**config.mk**
```make
export PLATFORM = sky130hd
export DESIGN_NAME = nb_adapter
export DESIGN_NICKNAME = d
export VERILOG_FILES = /design/src/rtl/nb_pkg.sv /design/src/rtl/nb_lane.sv /design/src/rtl/nb_port_if.sv /design/src/rtl/nb_seq.sv /design/src/rtl/nb_adapter.sv
export SDC_FILE = /design/constraint.sdc
export NUM_CORES = 1
export LEC_CHECK = 0
export BUFFER_PORTS_ARGS = -buffer_cell sky130_fd_sc_hd__buf_2
export CORE_MARGIN = 2
export CORE_UTILIZATION = 35
export CTS_CLUSTER_DIAMETER = 60
export DETAILED_ROUTE_END_ITERATION = 16
export PLACE_DENSITY = 0.54
export SETUP_SLACK_MARGIN = 0.15
export SLEW_MARGIN = 20
export SYNTH_ARGS = -nofsm -noshare
export SYNTH_HDL_FRONTEND = slang
export SYNTH_SLANG_ARGS = --single-unit
```
**constraint.sdc**
```tcl
create_clock -name clk -period 2.38 [get_ports clk]
set_clock_uncertainty 0.15 [all_clocks]
set_input_delay 0.476 -clock clk [delete_from_list [all_inputs] [get_ports clk]]
set_output_delay 0.476 -clock clk [all_outputs]
set_load 0.02 [all_outputs]
```
**src/rtl/nb_pkg.sv**
```systemverilog
package nb_pkg;

  typedef enum logic [3:0] {
    S_IDLE,
    S_RREQ,
    S_RWAIT,
    S_ROUT,
    S_WGET0,
    S_WGET1,
    S_WFETCH,
    S_WFWAIT,
    S_WPUT,
    S_WWAIT,
    S_FIN
  } seq_state_t;

endpackage

```
**src/rtl/nb_lane.sv**
```systemverilog
// Half selection and half replacement on one byte.
module nb_lane #(
  parameter int NIB_W = 4
) (
  input  logic [2*NIB_W-1:0] byte_i,
  input  logic [NIB_W-1:0]   nib_i,
  input  logic               odd_i,
  output logic [NIB_W-1:0]   sel_o,
  output logic [2*NIB_W-1:0] merged_o
);

  localparam int LANES = 2;

  assign sel_o = odd_i ? byte_i[NIB_W +: NIB_W] : byte_i[0 +: NIB_W];

  for (genvar i = 0; i < LANES; i++) begin : g_lane
    localparam logic LANE_ODD = (i == 1);
    assign merged_o[i*NIB_W +: NIB_W] =
      (odd_i == LANE_ODD) ? nib_i : byte_i[i*NIB_W +: NIB_W];
  end

endmodule

```
**src/rtl/nb_port_if.sv**
```systemverilog
// Single-beat request/acknowledge engine on the byte port.
module nb_port_if #(
  parameter int BA_W   = 7,
  parameter int BYTE_W = 8
) (
  input  logic              clk,
  input  logic              rst,
  input  logic              start_i,
  input  logic              we_i,
  input  logic [BA_W-1:0]   addr_i,
  input  logic [BYTE_W-1:0] wdata_i,
  output logic              fin_o,
  output logic [BYTE_W-1:0] rdata_o,
  output logic              port_req,
  output logic              port_we,
  output logic [BA_W-1:0]   port_addr,
  output logic [BYTE_W-1:0] port_wdata,
  input  logic              port_ack,
  input  logic [BYTE_W-1:0] port_rdata
);

  always_ff @(posedge clk) begin
    if (rst) begin
      port_req   <= 1'b0;
      port_we    <= 1'b0;
      port_addr  <= '0;
      port_wdata <= '0;
      rdata_o    <= '0;
      fin_o      <= 1'b0;
    end else begin
      fin_o <= 1'b0;
      if (!port_req && start_i) begin
        port_req   <= 1'b1;
        port_we    <= we_i;
        port_addr  <= addr_i;
        port_wdata <= wdata_i;
      end else if (port_req && port_ack) begin
        port_req <= 1'b0;
        fin_o    <= 1'b1;
        if (!port_we) rdata_o <= port_rdata;
      end
    end
  end

  // request and its payload hold until acknowledged
  a_r6_req_hold: assert property (@(posedge clk) disable iff (rst)
    (port_req && !port_ack) |=> (port_req && $stable(port_addr) &&
                                 $stable(port_we) && $stable(port_wdata)));

  // request drops right after the acknowledge
  a_r6_req_drop: assert property (@(posedge clk) disable iff (rst)
    (port_req && port_ack) |=> !port_req);

endmodule

```
**src/rtl/nb_seq.sv**
```systemverilog
// Burst sequencer: chooses packed or merged writes, steps reads.
module nb_seq
  import nb_pkg::*;
#(
  parameter int NA_W  = 8,
  parameter int LEN_W = 6,
  parameter int NIB_W = 4
) (
  input  logic               clk,
  input  logic               rst,
  input  logic               cmd_valid,
  output logic               cmd_ready,
  input  logic               cmd_write,
  input  logic [NA_W-1:0]    cmd_addr,
  input  logic [LEN_W-1:0]   cmd_len,
  input  logic               wr_valid,
  output logic               wr_ready,
  input  logic [NIB_W-1:0]   wr_nib,
  output logic               rd_valid,
  input  logic               rd_ready,
  output logic [NIB_W-1:0]   rd_nib,
  output logic               done,
  output logic               start_o,
  output logic               we_o,
  output logic [NA_W-2:0]    baddr_o,
  output logic [2*NIB_W-1:0] wbyte_o,
  input  logic               fin_i,
  input  logic [2*NIB_W-1:0] rdata_i
);

  localparam int BYTE_W = 2 * NIB_W;

  seq_state_t          st;
  logic [NA_W-1:0]     cur_addr;
  logic [LEN_W-1:0]    remain;
  logic [NIB_W-1:0]    nib0;
  logic [BYTE_W-1:0]   wbyte;
  logic                pair;
  logic [NIB_W-1:0]    lane_sel;
  logic [BYTE_W-1:0]   lane_merged;
  logic [LEN_W-1:0]    step;
  logic                pair_ok;

  nb_lane #(.NIB_W(NIB_W)) u_lane (
    .byte_i   (rdata_i),
    .nib_i    (nib0),
    .odd_i    (cur_addr[0]),
    .sel_o    (lane_sel),
    .merged_o (lane_merged)
  );

  assign cmd_ready = (st == S_IDLE);
  assign wr_ready  = (st == S_WGET0) || (st == S_WGET1);
  assign start_o   = (st == S_RREQ) || (st == S_WFETCH) || (st == S_WPUT);
  assign we_o      = (st == S_WPUT);
  assign baddr_o   = cur_addr[NA_W-1:1];
  assign wbyte_o   = wbyte;
  assign step      = pair ? LEN_W'(2) : LEN_W'(1);
  assign pair_ok   = (remain >= LEN_W'(2)) && !cur_addr[0];

  always_ff @(posedge clk) begin
    if (rst) begin
      st       <= S_IDLE;
      cur_addr <= '0;
      remain   <= '0;
      nib0     <= '0;
      wbyte    <= '0;
      pair     <= 1'b0;
      rd_valid <= 1'b0;
      rd_nib   <= '0;
      done     <= 1'b0;
    end else begin
      done <= 1'b0;
      case (st)
        S_IDLE: begin
          if (cmd_valid) begin
            cur_addr <= cmd_addr;
            remain   <= cmd_len;
            if (cmd_len == '0)   st <= S_FIN;
            else if (cmd_write)  st <= S_WGET0;
            else                 st <= S_RREQ;
          end
        end
        S_RREQ:  st <= S_RWAIT;
        S_RWAIT: begin
          if (fin_i) begin
            rd_nib   <= lane_sel;
            rd_valid <= 1'b1;
            st       <= S_ROUT;
          end
        end
        S_ROUT: begin
          if (rd_ready) begin
            rd_valid <= 1'b0;
            cur_addr <= cur_addr + NA_W'(1);
            remain   <= remain - LEN_W'(1);
            st       <= (remain == LEN_W'(1)) ? S_FIN : S_RREQ;
          end
        end
        S_WGET0: begin
          if (wr_valid) begin
            nib0 <= wr_nib;
            st   <= pair_ok ? S_WGET1 : S_WFETCH;
          end
        end
        S_WGET1: begin
          if (wr_valid) begin
            wbyte <= {wr_nib, nib0};
            pair  <= 1'b1;
            st    <= S_WPUT;
          end
        end
        S_WFETCH: st <= S_WFWAIT;
        S_WFWAIT: begin
          if (fin_i) begin
            wbyte <= lane_merged;
            pair  <= 1'b0;
            st    <= S_WPUT;
          end
        end
        S_WPUT:  st <= S_WWAIT;
        S_WWAIT: begin
          if (fin_i) begin
            cur_addr <= cur_addr + NA_W'(step);
            remain   <= remain - step;
            st       <= (remain == step) ? S_FIN : S_WGET0;
          end
        end
        S_FIN: begin
          done <= 1'b1;
          st   <= S_IDLE;
        end
        default: st <= S_IDLE;
      endcase
    end
  end

  // offered read nibble holds until taken
  a_r10_rd_hold: assert property (@(posedge clk) disable iff (rst)
    (rd_valid && !rd_ready) |=> (rd_valid && $stable(rd_nib)));

  // one nibble per handshake
  a_r10_rd_single: assert property (@(posedge clk) disable iff (rst)
    (rd_valid && rd_ready) |=> !rd_valid);

  // done lasts one cycle
  a_r7_done_pulse: assert property (@(posedge clk) disable iff (rst)
    done |=> !done);

  // merged byte keeps the fetched byte's other half
  a_r5_keep_half: assert property (@(posedge clk) disable iff (rst)
    (st == S_WFWAIT && fin_i && !cur_addr[0]) |=>
      (wbyte[NIB_W +: NIB_W] == $past(rdata_i[NIB_W +: NIB_W])));

  a_r5_keep_half_odd: assert property (@(posedge clk) disable iff (rst)
    (st == S_WFWAIT && fin_i && cur_addr[0]) |=>
      (wbyte[0 +: NIB_W] == $past(rdata_i[0 +: NIB_W])));

  // no write nibble accepted during a read burst
  a_r11_no_wr_in_read: assert property (@(posedge clk) disable iff (rst)
    rd_valid |-> !wr_ready);

endmodule

```
**src/rtl/nb_adapter.sv**
```systemverilog
module nb_adapter #(
  parameter int NA_W  = 8,
  parameter int LEN_W = 6,
  parameter int NIB_W = 4
) (
  input  logic                 clk,
  input  logic                 rst,
  input  logic                 cmd_valid,
  output logic                 cmd_ready,
  input  logic                 cmd_write,
  input  logic [NA_W-1:0]      cmd_addr,
  input  logic [LEN_W-1:0]     cmd_len,
  input  logic                 wr_valid,
  output logic                 wr_ready,
  input  logic [NIB_W-1:0]     wr_nib,
  output logic                 rd_valid,
  input  logic                 rd_ready,
  output logic [NIB_W-1:0]     rd_nib,
  output logic                 done,
  output logic                 port_req,
  output logic                 port_we,
  output logic [NA_W-2:0]      port_addr,
  output logic [2*NIB_W-1:0]   port_wdata,
  input  logic                 port_ack,
  input  logic [2*NIB_W-1:0]   port_rdata
);

  localparam int BA_W   = NA_W - 1;
  localparam int BYTE_W = 2 * NIB_W;

  logic              start_s;
  logic              we_s;
  logic [BA_W-1:0]   baddr_s;
  logic [BYTE_W-1:0] wbyte_s;
  logic              fin_s;
  logic [BYTE_W-1:0] rdata_s;

  nb_seq #(.NA_W(NA_W), .LEN_W(LEN_W), .NIB_W(NIB_W)) u_seq (
    .clk       (clk),
    .rst       (rst),
    .cmd_valid (cmd_valid),
    .cmd_ready (cmd_ready),
    .cmd_write (cmd_write),
    .cmd_addr  (cmd_addr),
    .cmd_len   (cmd_len),
    .wr_valid  (wr_valid),
    .wr_ready  (wr_ready),
    .wr_nib    (wr_nib),
    .rd_valid  (rd_valid),
    .rd_ready  (rd_ready),
    .rd_nib    (rd_nib),
    .done      (done),
    .start_o   (start_s),
    .we_o      (we_s),
    .baddr_o   (baddr_s),
    .wbyte_o   (wbyte_s),
    .fin_i     (fin_s),
    .rdata_i   (rdata_s)
  );

  nb_port_if #(.BA_W(BA_W), .BYTE_W(BYTE_W)) u_port (
    .clk        (clk),
    .rst        (rst),
    .start_i    (start_s),
    .we_i       (we_s),
    .addr_i     (baddr_s),
    .wdata_i    (wbyte_s),
    .fin_o      (fin_s),
    .rdata_o    (rdata_s),
    .port_req   (port_req),
    .port_we    (port_we),
    .port_addr  (port_addr),
    .port_wdata (port_wdata),
    .port_ack   (port_ack),
    .port_rdata (port_rdata)
  );

  // no command taken while a port access is open
  a_r9_busy: assert property (@(posedge clk) disable iff (rst)
    port_req |-> !cmd_ready);

endmodule

```
=== Word-level counts from Yosys, hierarchy flattened ===
Cells that the tools add are included.

* Register bits: 63
* Output and inout port bits: 25
* Word-level logic and storage cells: 101

* Add/sub/neg operators: 4
* Order comparisons: 1
* Eq/ne operators: 19
* Multiplexer cells: 38
* Bitwise gates (word level): 2
* Reduce and logical (&&, ||, !) cells: 22

{| class="wikitable"
|+ Operator list
! cell !! count
|-
| $mux W4 || 13
|-
| $mux W8 || 5
|-
| $pmux W4 S10 || 1
|-
| $pmux W8 S3 || 1
|-
| $mux W6 || 3
|-
| $pmux W6 S3 || 1
|-
| $eq A4 B3 Y1 const B || 4
|-
| $pmux W8 S2 || 1
|-
| $eq A4 B4 Y1 const B || 3
|-
| $reduce_and A3 Y1 || 3
|-
| $add A8 B1 Y8 const B || 1
|-
| $add A8 B6 Y8 || 1
|-
| $eq A4 B2 Y1 const B || 2
|-
| $mux W1 || 8
|-
| $ne A2 B2 Y1 const B || 4
|-
| $reduce_and A7 Y1 || 1
|-
| $eq A6 B1 Y1 const B || 1
|-
| $eq A6 B6 Y1 || 1
|-
| $ge A6 B2 Y1 const B || 1
|-
| $logic_not A6 Y1 || 1
|-
| $ne A2 B1 Y1 const B || 3
|-
| $reduce_bool A2 Y1 || 3
|-
| $sub A6 B1 Y6 const B || 1
|-
| $sub A6 B6 Y6 || 1
|-
| other kinds (13) || 22
|}

=== Logic depth before layout (Yosys ltp) ===
Gate-level depths: netlist of run 1.

* Depth in word-level cells: 6
* Mapped depth: 12
* Gate-level depth less buffers: 10

=== Modules after synthesis ===
A second synthesis of run 1 with hierarchy kept.

* Cell total of the unflattened synthesis: 418
* Area, all modules: 3555.9 sq um

{| class="wikitable"
|+ By module, submodules not included
! module !! instances !! cells an instance !! area each (sq um) !! sequential area each (sq um)
|-
| nb_seq || 1 || 291 || 2386.0 || 740.7
|-
| nb_port_if || 1 || 114 || 985.9 || 520.5
|-
| nb_lane || 1 || 13 || 183.9 || 0.0
|}

=== Worst setup path after synthesis of run 1 ===
Ideal clock, no wire load.

* Path kind: reg-to-reg
* Start: reg u_seq.st[1]
* End: reg u_seq.cur_addr[6]
* Setup time: 0.092 ns
* Arrival time: 2.358 ns
* Data required time: 2.138 ns
* Slack: -0.221 ns
* Stages on the path, launching flop included: 13
* Path buffers: 2
* Path through: dfxtp_1 > buf_2 > buf_2 > and4bb_1 > nand2_1 > ha_1 > inv_1 > fa_1 > nand3b_1 > or2_1 > nor3_1 > a21oi_1 > o32ai_1

* Longest elaborated chain between the ends: 3

{| class="wikitable"
|+ Ends and longest elaborated chain
! element !! RTL line !! RTL
|-
| start: declaration || nb_seq.sv:33 || <nowiki>seq_state_t st;</nowiki>
|-
| start signal: assignment || nb_seq.sv:97 || <nowiki>st <= (remain == LEN_W'(1)) ? S_FIN : S_RREQ;</nowiki>
|-
| start signal: assignment || nb_seq.sv:103 || <nowiki>st <= pair_ok ? S_WGET1 : S_WFETCH;</nowiki>
|-
| start signal: assignment || nb_seq.sv:126 || <nowiki>st <= (remain == step) ? S_FIN : S_WGET0;</nowiki>
|-
| $eq A4 B4 Y1 (tied with other cells) || nb_seq.sv:74 || <nowiki>case (st)</nowiki>
|-
| $ne A2 B1 Y1 (no source line) (tied with other cells) || n/a ||
|-
| $reduce_and A4 Y1 (no source line) || n/a ||
|-
| end signal: assignment || nb_seq.sv:77 || <nowiki>cur_addr <= cmd_addr;</nowiki>
|-
| end signal: assignment || nb_seq.sv:95 || <nowiki>cur_addr <= cur_addr + NA_W'(1);</nowiki>
|-
| end signal: assignment || nb_seq.sv:124 || <nowiki>cur_addr <= cur_addr + NA_W'(step);</nowiki>
|-
| end: declaration || nb_seq.sv:34 || <nowiki>logic [NA_W-1:0] cur_addr;</nowiki>
|}

Parallel ways exist; a longest one is shown, timed or not.
A chain may end at the register's enable or synchronous reset.

=== Worst setup path in the final report of run 1 ===
Same ends and word-level chain as after synthesis.

==> results.txt, run 1 <==
peak supply drop = 0.3802 mV
Post-synth EDFFs = 0
GRT overflow = 0
largest family of logic cells by synthesized area = simple AND/OR/NAND/NOR gates
sequential area share after synthesis = 37.50%
commonest non-fill, non-tap cell in the layout = nor2_1
count of cell types in the netlist = 53
arrival time at the worst endpoint = 2320 ps
gr busiest metal = met2
port buffer count = 57
routed vias/inst = 5.227
n_diodes = 0
Max Slew Vio Count = 0
placed insts = 571
# DRC = 0
initial antenna violation count = 0
largest net degree at the start of global routing = 42
Max Cap Viol = 0
fmax = 451.0 MHz
first-pass GRT wire length = 14340 um
DP Wirelength = 6226 um
met1 Use GR = 23.25%
Worst EP required = 2480 ps
HP Class = in2reg
main area contributors after synthesis = dfxtp_1 38%, mux2i_1 11%, nor2_1 6.9%, a21oi_1 5.1%, nand2_1 2.8%
Wirelength per Cell = 14.85 um
max_slew headroom = 56.63%
nature of the critical path startpoint = flop
Starting Density = 36.23%
M2 GR Usage = 28.24%
clock latency on the worst-skew pair = 340 ps
GR Util All Layers = 17.57%
IO Pins = 58
vias in the first global route = 2884
CTS root buf = clkbuf_8
Non-Filler Instances = 590
ys async rst share = 0%
syn_area_per_cell = 8.366 um2
Core Area = 0.009284 mm2
synthesized cell area = 0.003363 mm2
share of cells above drive strength 1 = 23.64%
min Tclk post-route = 2217 ps
Adder-Cell Fraction of Synth Area = 3.795%
Area Growth Syn to Fin = 22.47%
Crit. End Element = flop
H-tree depth = 3
Critical Path, Cell by Cell = and4bb_2 > nand2_4 > ha_4 > inv_2 > fa_2 > nand3b_1 > or2_1 > nor3_2 > a21oi_1 > o32ai_1
Synth Area in Compound Gates = 19.23%
CTS tree = done
worst-path maximum fanout = 3
mux cell area share after synthesis = 10.71%
biggest area consumer among synthesized cells = dfxtp_1
critical path class = reg2reg
routed vias = 3084
clk sinks = 63
nets@finish = 498
drt total wl = 8762 um
TNS Setup = 0 ps
clk slew on worst S/H paths = 80 ps
Num CTS Buffers = 9
Slowest cell on crit path = fa_2
Starting DRT DRC Count = 160
Power, Total = 3.803 mW
Detail Route Antenna Nets = 0
fraction of the mapped netlist area in simple logic gates = 22.51%
Die W = 102.0 um
net count after synthesis = 444
crit share post-route = 93.15%
Pleak = 1.767 nW
most frequent cells in the layout = 62 x nor2_1, 61 x dfxtp_1, 57 x buf_2, 36 x mux2i_1, 34 x a21oi_1
Max stage delay on crit path = 340 ps
actual slew at the worst max-slew pin = 648.9 ps
die area = 0.01041 mm2
top cell type's share of synthesized area = 37.50%
Final Hold Vio Count = 0
CTS max path bufs = 2
Synth Warn # = 0
met3 Use GR = 3.967%
final setup fails = 0
RSZ-0062 raised after global routing = true
routability cong. = 0.8171
final core utilization = 44.37%
Crit path buffers/inverters = 1
Syn Inst Count = 402
post-synthesis xor/xnor area fraction = 0.2604%
Top FF cell, synth = dfxtp_1
Power Density = 923.2 mW/mm2
Rows = 35
Yosys reg bits = 63
die height = 102.0 um
first drt pass iteration count = 4
outcome = completed
Top delay family on crit path = simple AND/OR/NAND/NOR gates
==> synth_stat cells, types with 7 or more instances <==
cell type   n
nor3_1      7
nand3_1    10
dfxtp_1    63
o21ai_0     7
nor2_1     62
clkbuf_1   14
inv_1      10
o21ai_1    11
mux2i_1    36
nand3b_1    7
buf_2      14
nand2_1    25
a21oi_1    34
ha_1        7
==> kinds of logic after synthesis <==
logic type      after synthesis
compound gates              100
xor+xnor                      1
fa+ha+maj                     9
buf+inv                      42
flops                        63
mux                          36
simple gates                151
==> layout make-up <==
class                           count  area, um2
Clock buffer                        9      123.9
Clock inverter                      7      120.1
Fill cell                         986       5165
Inverter                           10      37.54
Multi-Input combinational cell    297       1988
Sequential cell                    63       1264
Tap cell                          129      161.4
Timing Repair Buffer               75      424.2
==> sequential cells by signal, summed over array words and instances (netlist names) <==
register           cells
u_seq.st               4
u_seq.pair             1
u_port.rdata_o         8
u_seq.wbyte_o          8
u_port.port_addr       7
u_seq.cur_addr         8
u_seq.rd_valid         1
u_seq.done             1
u_seq.remain           6
u_port.port_wdata      8
u_port.port_we         1
u_port.fin_o           1
u_seq.rd_nib           4
u_port.port_req        1
u_seq.nib0             4
==> routing by layer <==
| metal | part of all wire [%] | wire length, um | vias to the layer above |
|---|---|---|---|
| met4 | 1.4 | 126 | 0 |
| li1 | - | - | 1549 |
| met5 | 0 | 0 | - |
| met3 | 3.8 | 336 | 12 |
| met1 | 47 | 4127 | 1458 |
| met2 | 48 | 4172 | 65 |
==> worst min-delay path, stage by stage <==
cell and delay, ps:
buf_2 70, mux2i_1 50, nor2_1 70
==> per-stage QoR <==
stage | cell area (um2) | hold slack [ps] | setup WS [ps]
floorplan | 3398 | 303.5 | -54.72
global placement | 3785 | 301.6 | 143.2
detailed placement | 3785 | 300.8 | 37.55
CTS | 4050 | 193.8 | 75.67
global route | 4119 | 217.2 | 14.45
finish | 4119 | 212.3 | 162.9
==> final timing paths <==
kind / endpoint / slack, ps / start / cells past startpoint
hold / removal: u_port.rdata_o[4] / 210 / port_rdata[4] / 3
setup reg to reg: u_seq.cur_addr[6] / 160 / u_seq.st[1] / 10
setup / recovery: u_seq.cur_addr[6] / 160 / u_seq.st[1] / 10
hold reg to reg: u_seq.rd_valid / 310 / u_seq.rd_valid / 2
==> what timing repair did <==
item / 4_1_cts / 5_1_grt
hold buffers: 0 / 0
setup buffers: 1 / 2
pin swaps: 0 / 3
setup endpoints to repair: 17 / 8
gates resized for setup: 2 / 11
==> power breakdown <==
group	internal [mW]	switching, mW	total (mW)
sequential	1.18	0.132	1.31
combinational	0.576	0.769	1.35
clock	0.699	0.446	1.14
total	2.46	1.35	3.80
No activity file was read; power rests on OpenSTA's default activity.
==> run 2: changes to the inputs <==
Settings changed: CELL_PAD_IN_SITES_DETAIL_PLACEMENT set to 0, CELL_PAD_IN_SITES_GLOBAL_PLACEMENT set to 1, PLACE_DENSITY 0.54 to 0.69.
==> results.txt, run 2 (synthesis results as in run 1) <==
fmax = 444.0 MHz (was 451.0 MHz)
met1 Use GR = 24.04% (was 23.25%)
Placed Area = 0.003815 mm2 (was 0.003785 mm2)
GR Util All Layers = 18.18% (was 17.57%)
Starting DRT DRC Count = 123 (was 160)
Detail Route Antenna Nets = 0 (unchanged)
Rows = 35 (unchanged)
post-layout instance area = 0.004099 mm2 (was 0.004119 mm2)
reg2reg end = u_seq.cur_addr[6] (unchanged)
Register-to-Register Path Depth = 10 (unchanged)
drt total wl = 8903 um (was 8762 um)
peak supply drop = 0.3241 mV (was 0.3802 mV)
RSZ-0062 raised after global routing = true (unchanged)
hold_sp = port_rdata[4] (unchanged)
routability cong. = 0.8619 (was 0.8171)
arrival time at the worst endpoint = 2370 ps (was 2320 ps)
initial antenna violation count = 0 (unchanged)
nets@finish = 494 (was 498)
share of cells above drive strength 1 = 23.19% (was 23.64%)
routed vias/inst = 5.183 (was 5.227)
Core Area = 0.009284 mm2 (unchanged)
IO Pins = 58 (unchanged)
Num CTS Buffers = 9 (unchanged)
Max Slew Vio Count = 0 (unchanged)
die area = 0.01041 mm2 (unchanged)
met3 Use GR = 4.925% (was 3.967%)
Area Growth Syn to Fin = 21.87% (was 22.47%)
outcome = completed (unchanged)
HP Class = in2reg (unchanged)
n_diodes = 0 (unchanged)
Starting Density = 36.23% (unchanged)
crit share post-route = 94.63% (was 93.15%)
port buffer count = 57 (unchanged)
worst-path maximum fanout = 3 (unchanged)
final setup fails = 0 (unchanged)
reg2reg setup slack = 130 ps (was 160 ps)
M2 GR Usage = 28.95% (was 28.24%)
final core utilization = 44.15% (was 44.37%)
Max Cap Viol = 0 (unchanged)
Worst EP required = 2500 ps (was 2480 ps)
min Tclk post-route = 2252 ps (was 2217 ps)
Wirelength per Cell = 15.19 um (was 14.85 um)
CTS max path bufs = 2 (unchanged)
# DRC = 0 (unchanged)
nature of the critical path startpoint = flop (unchanged)
first-pass GRT wire length = 14680 um (was 14340 um)
GRT overflow = 0 (unchanged)
most frequent cells in the layout = 62 x nor2_1, 60 x dfxtp_1, 57 x buf_2, 36 x mux2i_1, 34 x a21oi_1 (was 62 x nor2_1, 61 x dfxtp_1, 57 x buf_2, 36 x mux2i_1, 34 x a21oi_1)
largest net degree at the start of global routing = 61 (was 42)
Worst Hold Depth = 3 (unchanged)
CTS tree = done (unchanged)
Hold EP = u_port.rdata_o[4] (unchanged)
clk sinks = 63 (unchanged)
routed vias = 3037 (was 3084)
clk slew on worst S/H paths = 80 ps (about the same)
Power Density = 913.6 mW/mm2 (was 923.2 mW/mm2)
max_slew headroom = 57.02% (was 56.63%)
Non-Filler Instances = 586 (was 590)
H-tree depth = 3 (unchanged)
TNS Setup = 0 ps (unchanged)
Final Hold Vio Count = 0 (unchanged)
Crit. End Element = flop (unchanged)
commonest non-fill, non-tap cell in the layout = nor2_1 (unchanged)
gr busiest metal = met2 (unchanged)
Hold-fix buffers, CTS = 0 (unchanged)
Die W = 102.0 um (unchanged)
FF-to-FF Start = u_seq.st[1] (unchanged)
actual slew at the worst max-slew pin = 642.9 ps (was 648.9 ps)
vias in the first global route = 3007 (was 2884)
clock latency on the worst-skew pair = 350 ps (was 340 ps)
DP Wirelength = 6324 um (was 6226 um)
# fillers = 970 (was 986)
critical path class = reg2reg (unchanged)
CTS root buf = clkbuf_8 (unchanged)
die height = 102.0 um (unchanged)
placed insts = 570 (was 571)
first drt pass iteration count = 4 (unchanged)
Pleak = 1.754 nW (was 1.767 nW)
Fin Hold WS = 198.4 ps (was 212.3 ps)
[run 2: worst max-delay path, stage by stage, from the launching register on]
cell and delay [ps]:
dfxtp_2 350, and4bb_2 260, nand2_4 90, ha_4 130
inv_1 40, fa_2 340, nand3b_1 200, or2_1 250
nor3_2 100, a21oi_1 50, o32ai_1 200
[run 2: final cells by class]
class	count	area, um2	share of cell area [%]
Inverter	10	37.54	0.9158
Clock buffer	9	123.9	3.022
Tap cell	129	161.4	3.938
Clock inverter	7	102.6	2.503
Sequential cell	63	1267	30.92
Multi-Input combinational cell	297	1978	48.26
Timing Repair Buffer	71	427.9	10.44
[run 2: metrics by stage]
stage / worst slack, ps / power [mW]
after floorplan: -54.72 / 2.317
after global placement: 76.58 / 2.640
after detailed placement: 2.998 / 2.657
after CTS: 77.53 / 3.762
after global routing: -43.02 / 3.989
final: 127.9 / 3.745
[run 2: how the worst max path moves through the flow]
stage | from | to | slack, ps | cells after the start
after floorplan | u_seq.st[1] | u_seq.cur_addr[6] | -50 | 12
after global placement | u_seq.st[1] | u_seq.cur_addr[6] | 80 | 10
after global routing | u_seq.st[1] | u_seq.cur_addr[6] | -40 | 10
final | u_seq.st[1] | u_seq.cur_addr[6] | 130 | 10
after CTS | u_seq.st[1] | u_seq.cur_addr[6] | 80 | 10
after detailed placement | u_seq.st[1] | u_seq.cur_addr[6] | 3 | 10
[run 2: routing by layer]
layer	wire [um]	share of wire, %
met4	138	1.6
met1	4231	48
met3	361	4.1
met2	4171	47
met5	0	0
[run 2: what timing repair did]
item,4_1_cts,5_1_grt
pin swaps,2,0
setup buffers,0,0
cloned,0,0
gates resized for setup,3,10
endpoints found under the setup margin,17,11
[run 2: power by group]
group	total [mW]	internal, mW	leakage [nW]	switching, mW
clock network	1.07	0.600	0.110	0.473
registers	1.32	1.18	0.512	0.138
logic	1.35	0.587	1.13	0.766
total	3.74	2.37	1.75	1.38
